$ cat src/rtl/bus_access_ctl.sv
module bus_access_ctl #(
  parameter int STB_DLY = 10,
  parameter int TMO_EN  = 1,
  parameter int TMO_CYC = 400
) (
  input  logic clk,
  input  logic rst_n,
  input  logic bus_clear,
  input  logic irq_en,
  input  logic xfer_req,
  input  logic err_req,
  input  logic sel_in,
  input  logic chain_in,
  input  logic done_in,
  output logic svc_req,
  output logic sel_ack,
  output logic chain_out,
  output logic bus_own,
  output logic strobe,
  output logic own_begun,
  output logic timeout_err
);
  localparam int CW = $clog2(STB_DLY + 1);
  localparam int TW = $clog2(TMO_CYC + 1);
  localparam logic [CW-1:0] STB_LAST = CW'(STB_DLY - 1);
  localparam logic [TW-1:0] TMO_LAST = TW'(TMO_CYC - 1);

  logic [1:0] sel_sr, chn_sr, done_sr;
  logic sel_s, chn_s, done_s;
  logic req_q, grant_q, own_q, own_d, strb_q, seen_q;
  logic [CW-1:0] dcnt;
  logic strb_set, done_hit, release_hit, tmo_hit, tmo_q;

  always_ff @(posedge clk or negedge rst_n) begin
    if (!rst_n) begin
      sel_sr  <= '0;
      chn_sr  <= '0;
      done_sr <= '0;
    end else begin
      sel_sr  <= {sel_sr[0], sel_in};
      chn_sr  <= {chn_sr[0], chain_in};
      done_sr <= {done_sr[0], done_in};
    end
  end

  assign sel_s  = sel_sr[1];
  assign chn_s  = chn_sr[1];
  assign done_s = done_sr[1];

  assign strb_set    = own_q & ~strb_q & (dcnt == STB_LAST);
  assign done_hit    = strb_q & done_s & ~seen_q;
  assign release_hit = seen_q & ~done_s & own_q;

  always_ff @(posedge clk or negedge rst_n) begin
    if (!rst_n)                              req_q <= 1'b0;
    else if (bus_clear)                      req_q <= 1'b0;
    else if (done_hit || tmo_hit)            req_q <= 1'b0;
    else if (irq_en && (xfer_req || err_req)) req_q <= 1'b1;
  end

  always_ff @(posedge clk or negedge rst_n) begin
    if (!rst_n)                                  grant_q <= 1'b0;
    else if (bus_clear || strb_set || tmo_hit)   grant_q <= 1'b0;
    else if (req_q && sel_s && chn_s && !own_q)  grant_q <= 1'b1;
  end

  always_ff @(posedge clk or negedge rst_n) begin
    if (!rst_n) begin
      own_q  <= 1'b0;
      own_d  <= 1'b0;
      strb_q <= 1'b0;
      dcnt   <= '0;
    end else begin
      own_d <= own_q;
      if (bus_clear || release_hit || tmo_hit) begin
        own_q  <= 1'b0;
        strb_q <= 1'b0;
        dcnt   <= '0;
      end else if (!own_q) begin
        dcnt <= '0;
        if (grant_q && !sel_s && !chn_s) own_q <= 1'b1;
      end else if (strb_set) begin
        strb_q <= 1'b1;
      end else if (!strb_q) begin
        dcnt <= dcnt + 1'b1;
      end
    end
  end

  always_ff @(posedge clk or negedge rst_n) begin
    if (!rst_n)                  seen_q <= 1'b0;
    else if (bus_clear)          seen_q <= 1'b0;
    else if (done_hit)           seen_q <= 1'b1;
    else if (seen_q && !own_q)   seen_q <= 1'b0;
  end

  generate
    if (TMO_EN != 0) begin : g_tmo
      logic [TW-1:0] tcnt;
      assign tmo_hit = strb_q & ~seen_q & ~done_s & (tcnt == TMO_LAST);
      always_ff @(posedge clk or negedge rst_n) begin
        if (!rst_n) begin
          tcnt  <= '0;
          tmo_q <= 1'b0;
        end else begin
          tmo_q <= tmo_hit & ~bus_clear;
          if (!strb_q || seen_q || tmo_hit || bus_clear) tcnt <= '0;
          else                                           tcnt <= tcnt + 1'b1;
        end
      end

      a_r10_timeout_ends_own: assert property (@(posedge clk) disable iff (!rst_n)
        tmo_q |-> (!own_q && !strb_q && !req_q));
    end else begin : g_no_tmo
      assign tmo_hit = 1'b0;
      assign tmo_q   = 1'b0;
    end
  endgenerate

  assign svc_req     = req_q & ~grant_q & ~own_q & ~seen_q;
  assign sel_ack     = grant_q;
  assign chain_out   = chn_s & ~req_q & ~sel_s & ~grant_q & ~own_q;
  assign bus_own     = own_q;
  assign strobe      = strb_q;
  assign own_begun   = own_q & ~own_d;
  assign timeout_err = tmo_q;

  a_r1_clear_empties: assert property (@(posedge clk) disable iff (!rst_n)
    bus_clear |=> (!req_q && !grant_q && !own_q && !strb_q && !seen_q));

  a_r5_grant_cause: assert property (@(posedge clk) disable iff (!rst_n)
    $rose(grant_q) |-> ($past(sel_s) && $past(chn_s) && $past(req_q)));

  a_r6_own_after_release: assert property (@(posedge clk) disable iff (!rst_n)
    $rose(own_q) |-> ($past(grant_q) && !$past(sel_s) && !$past(chn_s)));

  a_r7_strobe_drops_ack: assert property (@(posedge clk) disable iff (!rst_n)
    $rose(strb_q) |=> !grant_q);

  a_r7_strobe_in_own: assert property (@(posedge clk) disable iff (!rst_n)
    strb_q |-> own_q);

  a_r9_seen_clears_late: assert property (@(posedge clk) disable iff (!rst_n)
    $fell(seen_q) |-> !$past(own_q));
endmodule

$ cat config.mk
export PLATFORM = sky130hd
export DESIGN_NAME = bus_access_ctl
export DESIGN_NICKNAME = d
export VERILOG_FILES = /design/src/rtl/bus_access_ctl.sv
export SDC_FILE = /design/constraint.sdc
export NUM_CORES = 1
export LEC_CHECK = 0
export ABC_AREA = 1
export BUFFER_PORTS_ARGS = -buffer_cell sky130_fd_sc_hd__buf_4
export CAP_MARGIN = 30
export CELL_PAD_IN_SITES_DETAIL_PLACEMENT = 1
export CELL_PAD_IN_SITES_GLOBAL_PLACEMENT = 1
export CORE_MARGIN = 2
export CORE_UTILIZATION = 41
export CTS_BUF_LIST = sky130_fd_sc_hd__clkbuf_16
export CTS_CLUSTER_DIAMETER = 60
export DETAILED_ROUTE_END_ITERATION = 16
export GPL_ROUTABILITY_DRIVEN = 0
export HOLD_SLACK_MARGIN = 0.06
export PLACE_DENSITY = 0.83
export SYNTH_ARGS = -nofsm -noshare
export SYNTH_HDL_FRONTEND = slang
export SYNTH_SLANG_ARGS = --single-unit
$ cat constraint.sdc
create_clock -name clk -period 1.6 [get_ports clk]
set_input_delay 0 -clock clk [delete_from_list [all_inputs] [get_ports clk]]
set_output_delay 0 -clock clk [all_outputs]
set_load 0.01 [all_outputs]
==> results.json, run 1 <==
{
  "status": "complete, but fails checks",
  "violations": "design-rule violations",
  "cts.sinks": 26,
  "antenna_cells": 0,
  "finalHoldViolCount": 0,
  "cp-start-kind": "flip-flop",
  "die_width_um": 58.9,
  "seq_area_frac_synth": 0.526,
  "ys_ff_latch": 26,
  "die_h_um": 58.9,
  "initial_core_util": 0.441,
  "syn_nets": 160,
  "fin_nets": 184,
  "seqCellArea_um2": 652,
  "cts_tree": "done",
  "combinationalPowerShare": 0.055,
  "finalWirelength_mm": 2.72,
  "cts.clk_slew.worst_paths_ps": 60,
  "setup_slack_ps": 245,
  "vias": 992,
  "drt_iter0_markers": 46,
  "syn_area_per_cell_um2": 8.35,
  "ir_drop_v": 0.000531,
  "hp-start": "xfer_req",
  "n_fill_cell": 342,
  "drtPass1Iterations": 10,
  "wire_per_inst_um": 13.5,
  "pre_cts_slack_ps": 212,
  "critical_path_class": "flip-flop to output pin",
  "critPathMaxStageDelay_ps": 500,
  "worstPathRequired_ps": 1600,
  "p_clk_frac": 0.420,
  "htreeDepth": 1,
  "syn_inst": 148,
  "grt_max_degree": 27,
  "root_buffer": "clkbuf_16",
  "area_growth_pct": 22.1,
  "cp.arrival_ps": 1350,
  "final.period_utilization": 0.847,
  "cts.repair_timing.setup_buffer_count": 0,
  "slowest_stage": "dfrtp_2",
  "placed_cell_area_um2": 1380,
  "r2r-start": "dcnt[1]",
  "finalPower_mw": 1.29,
  "rrSetupSlack_ps": 250,
  "ioPinCount": 16,
  "vias_per_cell": 4.94,
  "grt.overflow.total": 0,
  "setup_tns_ps": 0,
  "p_switching_uw": 256,
  "grt_usage": 0.183,
  "tightest_slew_ps": 333,
  "numCtsBuffers": 3,
  "ys_types": 21,
  "clk_path_buf_depth": 2,
  "ant_nets": 0,
  "die-area_um2": 3470,
  "dpl.hpwl_mm": 2.02,
  "rsz0062_at_grt": "false",
  "max_freq_mhz": 738,
  "postLayoutCellArea_um2": 1510,
  "clk-insertion-delay-late_ps": 260,
  "num_rows": 19,
  "route.detailed.drc": 2,
  "period_minus_slack_ps": 1350,
  "cellLeakagePower_nw": 0.737,
  "intPower_mw": 1.03,
  "path_cells": "inv_1 -> nand2_1 -> nor4_1 -> buf_4",
  "relSlewSlack": 0.778,
  "switching_share": 0.199,
  "grt_pass1_vias": 1171,
  "ys.warnings.count": 0,
  "core_um2": 2810,
  "cap_violations": 0,
  "multi_input_area_um2": 468,
  "grt_pass1_wl_mm": 4.78,
  "finalSetupViolations": 0,
  "cp-end-kind": "output pin",
  "slew_violations": 0,
  "critPathMaxFanout": 13,
  "port_buffers": 15,
  "drive_gt1_frac": 0.153,
  "antenna_found_initial": 0,
  "p_per_area_nw_per_um2": 855,
  "worstHoldPathType": "input pin to flip-flop",
  "syn_area_um2": 1240,
  "skew_ps": 3.04,
  "pwr-share-seq": 0.525,
  "critPathLaunch": "bus_own"
}
[state kept, by name, summed over array words and instances (netlist names), 2 cells and up]
| name | count |
|---|---|
| g_tmo.tcnt | 9 |
| dcnt | 4 |
| done_sr | 2 |
| sel_sr | 2 |
| chn_sr | 2 |
[cells by family (layout without fill, tap and decap cells)]
kind of cell,after synthesis,in the layout,share of synthesized area
and+or+nand+nor,76,76,0.280
buffers and inverters,31,53,0.0951
DFF,26,26,0.526
AOI/OAI and AO/OA,7,7,0.0324
xor gates and xnor gates,5,5,0.0354
adders and majority gates,3,3,0.0304
[routing by layer]
metal | wire [um] | up-vias | global-route usage
met2 | 1600 | 11 | 0.378
met1 | 1050 | 485 | 0.193
met4 | 20 | 0 | 0.0292
met5 | 0 | - | 0
met3 | 49 | 2 | 0.0264
li1 | - | 494 | -
[cell usage in the layout (no fill, tap or decap)]
| cell | count |
|---|---|
| xnor2_1 | 1 |
| nand3_4 | 1 |
| o21ai_0 | 4 |
| inv_2 | 2 |
| dfrtp_2 | 1 |
| nand3_1 | 11 |
| nand3_2 | 2 |
| dfrtp_1 | 25 |
| nor3_1 | 1 |
| nand4_1 | 3 |
| dlygate4sd3_1 | 5 |
| nor2_1 | 24 |
| nor2_4 | 1 |
| nor4_1 | 1 |
| inv_1 | 28 |
| nand2_1 | 31 |
| a21oi_1 | 1 |
| o31ai_1 | 1 |
| clkbuf_16 | 3 |
| xor2_1 | 4 |
| nor2_2 | 1 |
| o21a_1 | 1 |
| ha_1 | 3 |
| buf_4 | 15 |
[worst max-delay path, delay by kind of cell (launching register included)]
family | cells | cell delay, ps
buffers and inverters | 2 | 300
flip-flops | 1 | 500
AND/OR/NAND/NOR | 2 | 290
[layout make-up]
cell class | instances | share of cell area
clock buffer | 3 | 0.0498
inverter | 30 | 0.0746
multi-input combinational | 91 | 0.310
sequential | 26 | 0.432
tap | 31 | 0.0257
timing repair buffer | 20 | 0.108
[power by group through the flow]
stage               registers [mW]  clock network, mW  logic (mW)
finish                       0.678              0.543      0.0706
floorplan                    0.687                  0      0.0211
global route                 0.679              0.575      0.0796
CTS                          0.678              0.556      0.0726
global placement             0.689                  0      0.0607
detailed placement           0.690                  0      0.0625
[repair_timing]
item / in CTS / in global routing
endpoints found under the hold margin: 31 / 0
hold buffers: 5 / 0
setup endpoints to repair: 0 / 1
resized for setup: 0 / 1
[synth_stat cells]
library cell / n / area (um^2)
inv_1: 28 / 105
ha_1: 3 / 37.5
nor2_1: 24 / 90.1
nand3_1: 11 / 55.1
buf_2: 1 / 5.00
nand2_1: 31 / 116
o21a_1: 1 / 7.51
o21ai_0: 4 / 20.0
nand3_2: 2 / 20.0
a21oi_1: 1 / 5.00
nor2_2: 1 / 6.26
xnor2_1: 1 / 8.76
nor3_1: 1 / 5.00
xor2_1: 4 / 35.0
o31ai_1: 1 / 7.51
inv_2: 2 / 7.51
nand3_4: 1 / 17.5
nor4_1: 1 / 6.26
dfrtp_1: 26 / 651
nor2_4: 1 / 11.3
nand4_1: 3 / 18.8
[final timing paths]
check | to | cells after the start
worst max-delay path | chain_out | 4
worst min-delay path | req_q | 4
worst max register to register | dcnt[1] | 10
worst min register to register | done_sr[1] | 0
max in group asynchronous | bus_own | 2
min in group asynchronous | own_d | 2
[per-stage QoR]
| step | cells | utilization | hold slack, ps |
|---|---|---|---|
| after global placement | 193 | 0.493 | -77.1 |
| after CTS | 201 | 0.537 | 128 |
| final | 201 | 0.538 | 126 |
| after floorplan | 148 | - | -296 |
| after detailed placement | 193 | 0.493 | -69.2 |
| after global routing | 201 | 0.538 | 175 |
Note: power is estimated with default switching activity, not from simulation.
==> run 2, diff against run 1 <==
clock period = 1.4 ns   (was 1.6 ns; I/O delays follow)
==> results.json, run 2 (synthesis results as in run 1) <==
{
  "status": "complete, but fails checks",
  "violations": "design-rule violations",
  "antenna_cells": 0,
  "vias": 1029,
  "top_regs": "g_tmo.tcnt (9), dcnt (4)",
  "ioPinCount": 16,
  "ir_drop_v": 0.000717,
  "cp-end-kind": "flip-flop",
  "hp-start": "xfer_req",
  "rsz0062_at_grt": "true",
  "finalSetupViolations": 0,
  "seqCellArea_um2": 652,
  "setup_slack_ps": 79.8,
  "die_width_um": 58.9,
  "critPathLaunch": "g_tmo.tcnt[1]",
  "dp.cells": 194,
  "cp-start-kind": "flip-flop",
  "critPathMaxFanout": 6,
  "holdWs_ps": 118,
  "fin_cells": 207,
  "r2r-start": "g_tmo.tcnt[1]",
  "top_register": "g_tmo.tcnt",
  "grt_pass1_vias": 1138,
  "critical_path_class": "flip-flop to flip-flop",
  "cts.clk_slew.worst_paths_ps": 70,
  "root_buffer": "clkbuf_16",
  "numCtsBuffers": 3,
  "final_cell_mix": "28 x inv_1, 27 x nand2_1, 25 x dfrtp_1",
  "tightest_slew_ps": 335,
  "grt_pass1_wl_mm": 4.98,
  "max_freq_mhz": 757,
  "pre_cts_slack_ps": 21.9,
  "fin_nets": 189,
  "period_minus_slack_ps": 1320,
  "drt_iter0_markers": 40,
  "initial_core_util": 0.441,
  "antenna_found_initial": 0,
  "multi_input_area_um2": 532,
  "cp.arrival_ps": 1470,
  "drtPass1Iterations": 10,
  "largest_reg_flops": 9,
  "vias_per_cell": 4.97,
  "final_common_cell": "inv_1",
  "cellLeakagePower_nw": 0.760,
  "p_per_area_nw_per_um2": 930,
  "worstHoldPathType": "input pin to flip-flop",
  "final.period_utilization": 0.943,
  "dpl.hpwl_mm": 2.08,
  "grt.overflow.total": 0,
  "grt_max_degree": 27,
  "cts_tree": "done",
  "relSlewSlack": 0.777,
  "route.detailed.drc": 2,
  "clk_path_buf_depth": 2,
  "num_rows": 19,
  "slew_violations": 0,
  "wire_per_inst_um": 14.6,
  "port_buffers": 15,
  "drive_gt1_frac": 0.216,
  "clk-insertion-delay-late_ps": 260,
  "die-area_um2": 3470,
  "core_um2": 2810,
  "ant_nets": 0,
  "cap_violations": 0,
  "finalHoldViolCount": 0,
  "worstPathRequired_ps": 1550,
  "area_growth_pct": 30.0,
  "n_fill_cell": 341,
  "skew_ps": 7.41,
  "grt_usage": 0.196,
  "cts.sinks": 26,
  "finalWirelength_mm": 3.03,
  "htreeDepth": 1,
  "die_h_um": 58.9
}
run 2: critical path: stages (launching register included):
cell and delay, ps:
dfrtp_1 410, ha_4 160, nand2_2 60, nor2_4 190
nand3_4 170, nand3_4 160, nor2_1 60
run 2: final cells by class:
| cell class | instances | share of cell area |
|---|---|---|
| Clock inverter | 1 | 0.00234 |
| Multi-Input combinational cell | 92 | 0.331 |
| Sequential cell | 26 | 0.406 |
| Inverter | 30 | 0.0701 |
| Timing Repair Buffer | 24 | 0.120 |
| Clock buffer | 3 | 0.0467 |
| Tap cell | 31 | 0.0241 |
run 2: routing by layer:
layer / vias to the layer above / track usage / part of all wire
met2: 11 / 0.386 / 0.58
met3: 4 / 0.0330 / 0.022
met4: 0 / 0.0487 / 0.012
li1: 510 / - / -
met5: - / 0 / 0
met1: 504 / 0.214 / 0.38
run 2: path summary, 6_finish.rpt:
check / end / slack (ps) / depth (start not counted)
max: dcnt[0] / 80 / 6
min: req_q / 120 / 4
max reg2reg: dcnt[0] / 80 / 6
min reg2reg: sel_sr[1] / 360 / 0
max in group asynchronous: bus_own / 940 / 2
min in group asynchronous: own_d / 190 / 2
run 2: timing repair:
action,in CTS,in global routing
endpoints found under the setup margin,1,18
pin swaps,0,4
hold endpoints to repair,31,0
hold buffers,5,0
gates cloned,0,1
resized for setup,1,11
buffers inserted,1,2
run 2: power by group:
part | internal, mW | switching, mW | leakage [nW]
Sequential | 0.764 | 0.00899 | 0.346
Combinational | 0.0426 | 0.0472 | 0.375
Clock | 0.382 | 0.250 | 0.0385
Total | 1.19 | 0.306 | 0.760
run 2: per-stage QoR:
stage	instance area, um^2	setup TNS [ps]	power, mW	utilization
floorplan	1240	0	0.809	-
global placement	1390	0	0.857	0.496
detailed placement	1390	0	0.861	0.496
CTS	1530	0	1.49	0.545
global route	1610	-102	1.54	0.573
finish	1610	0	1.49	0.573
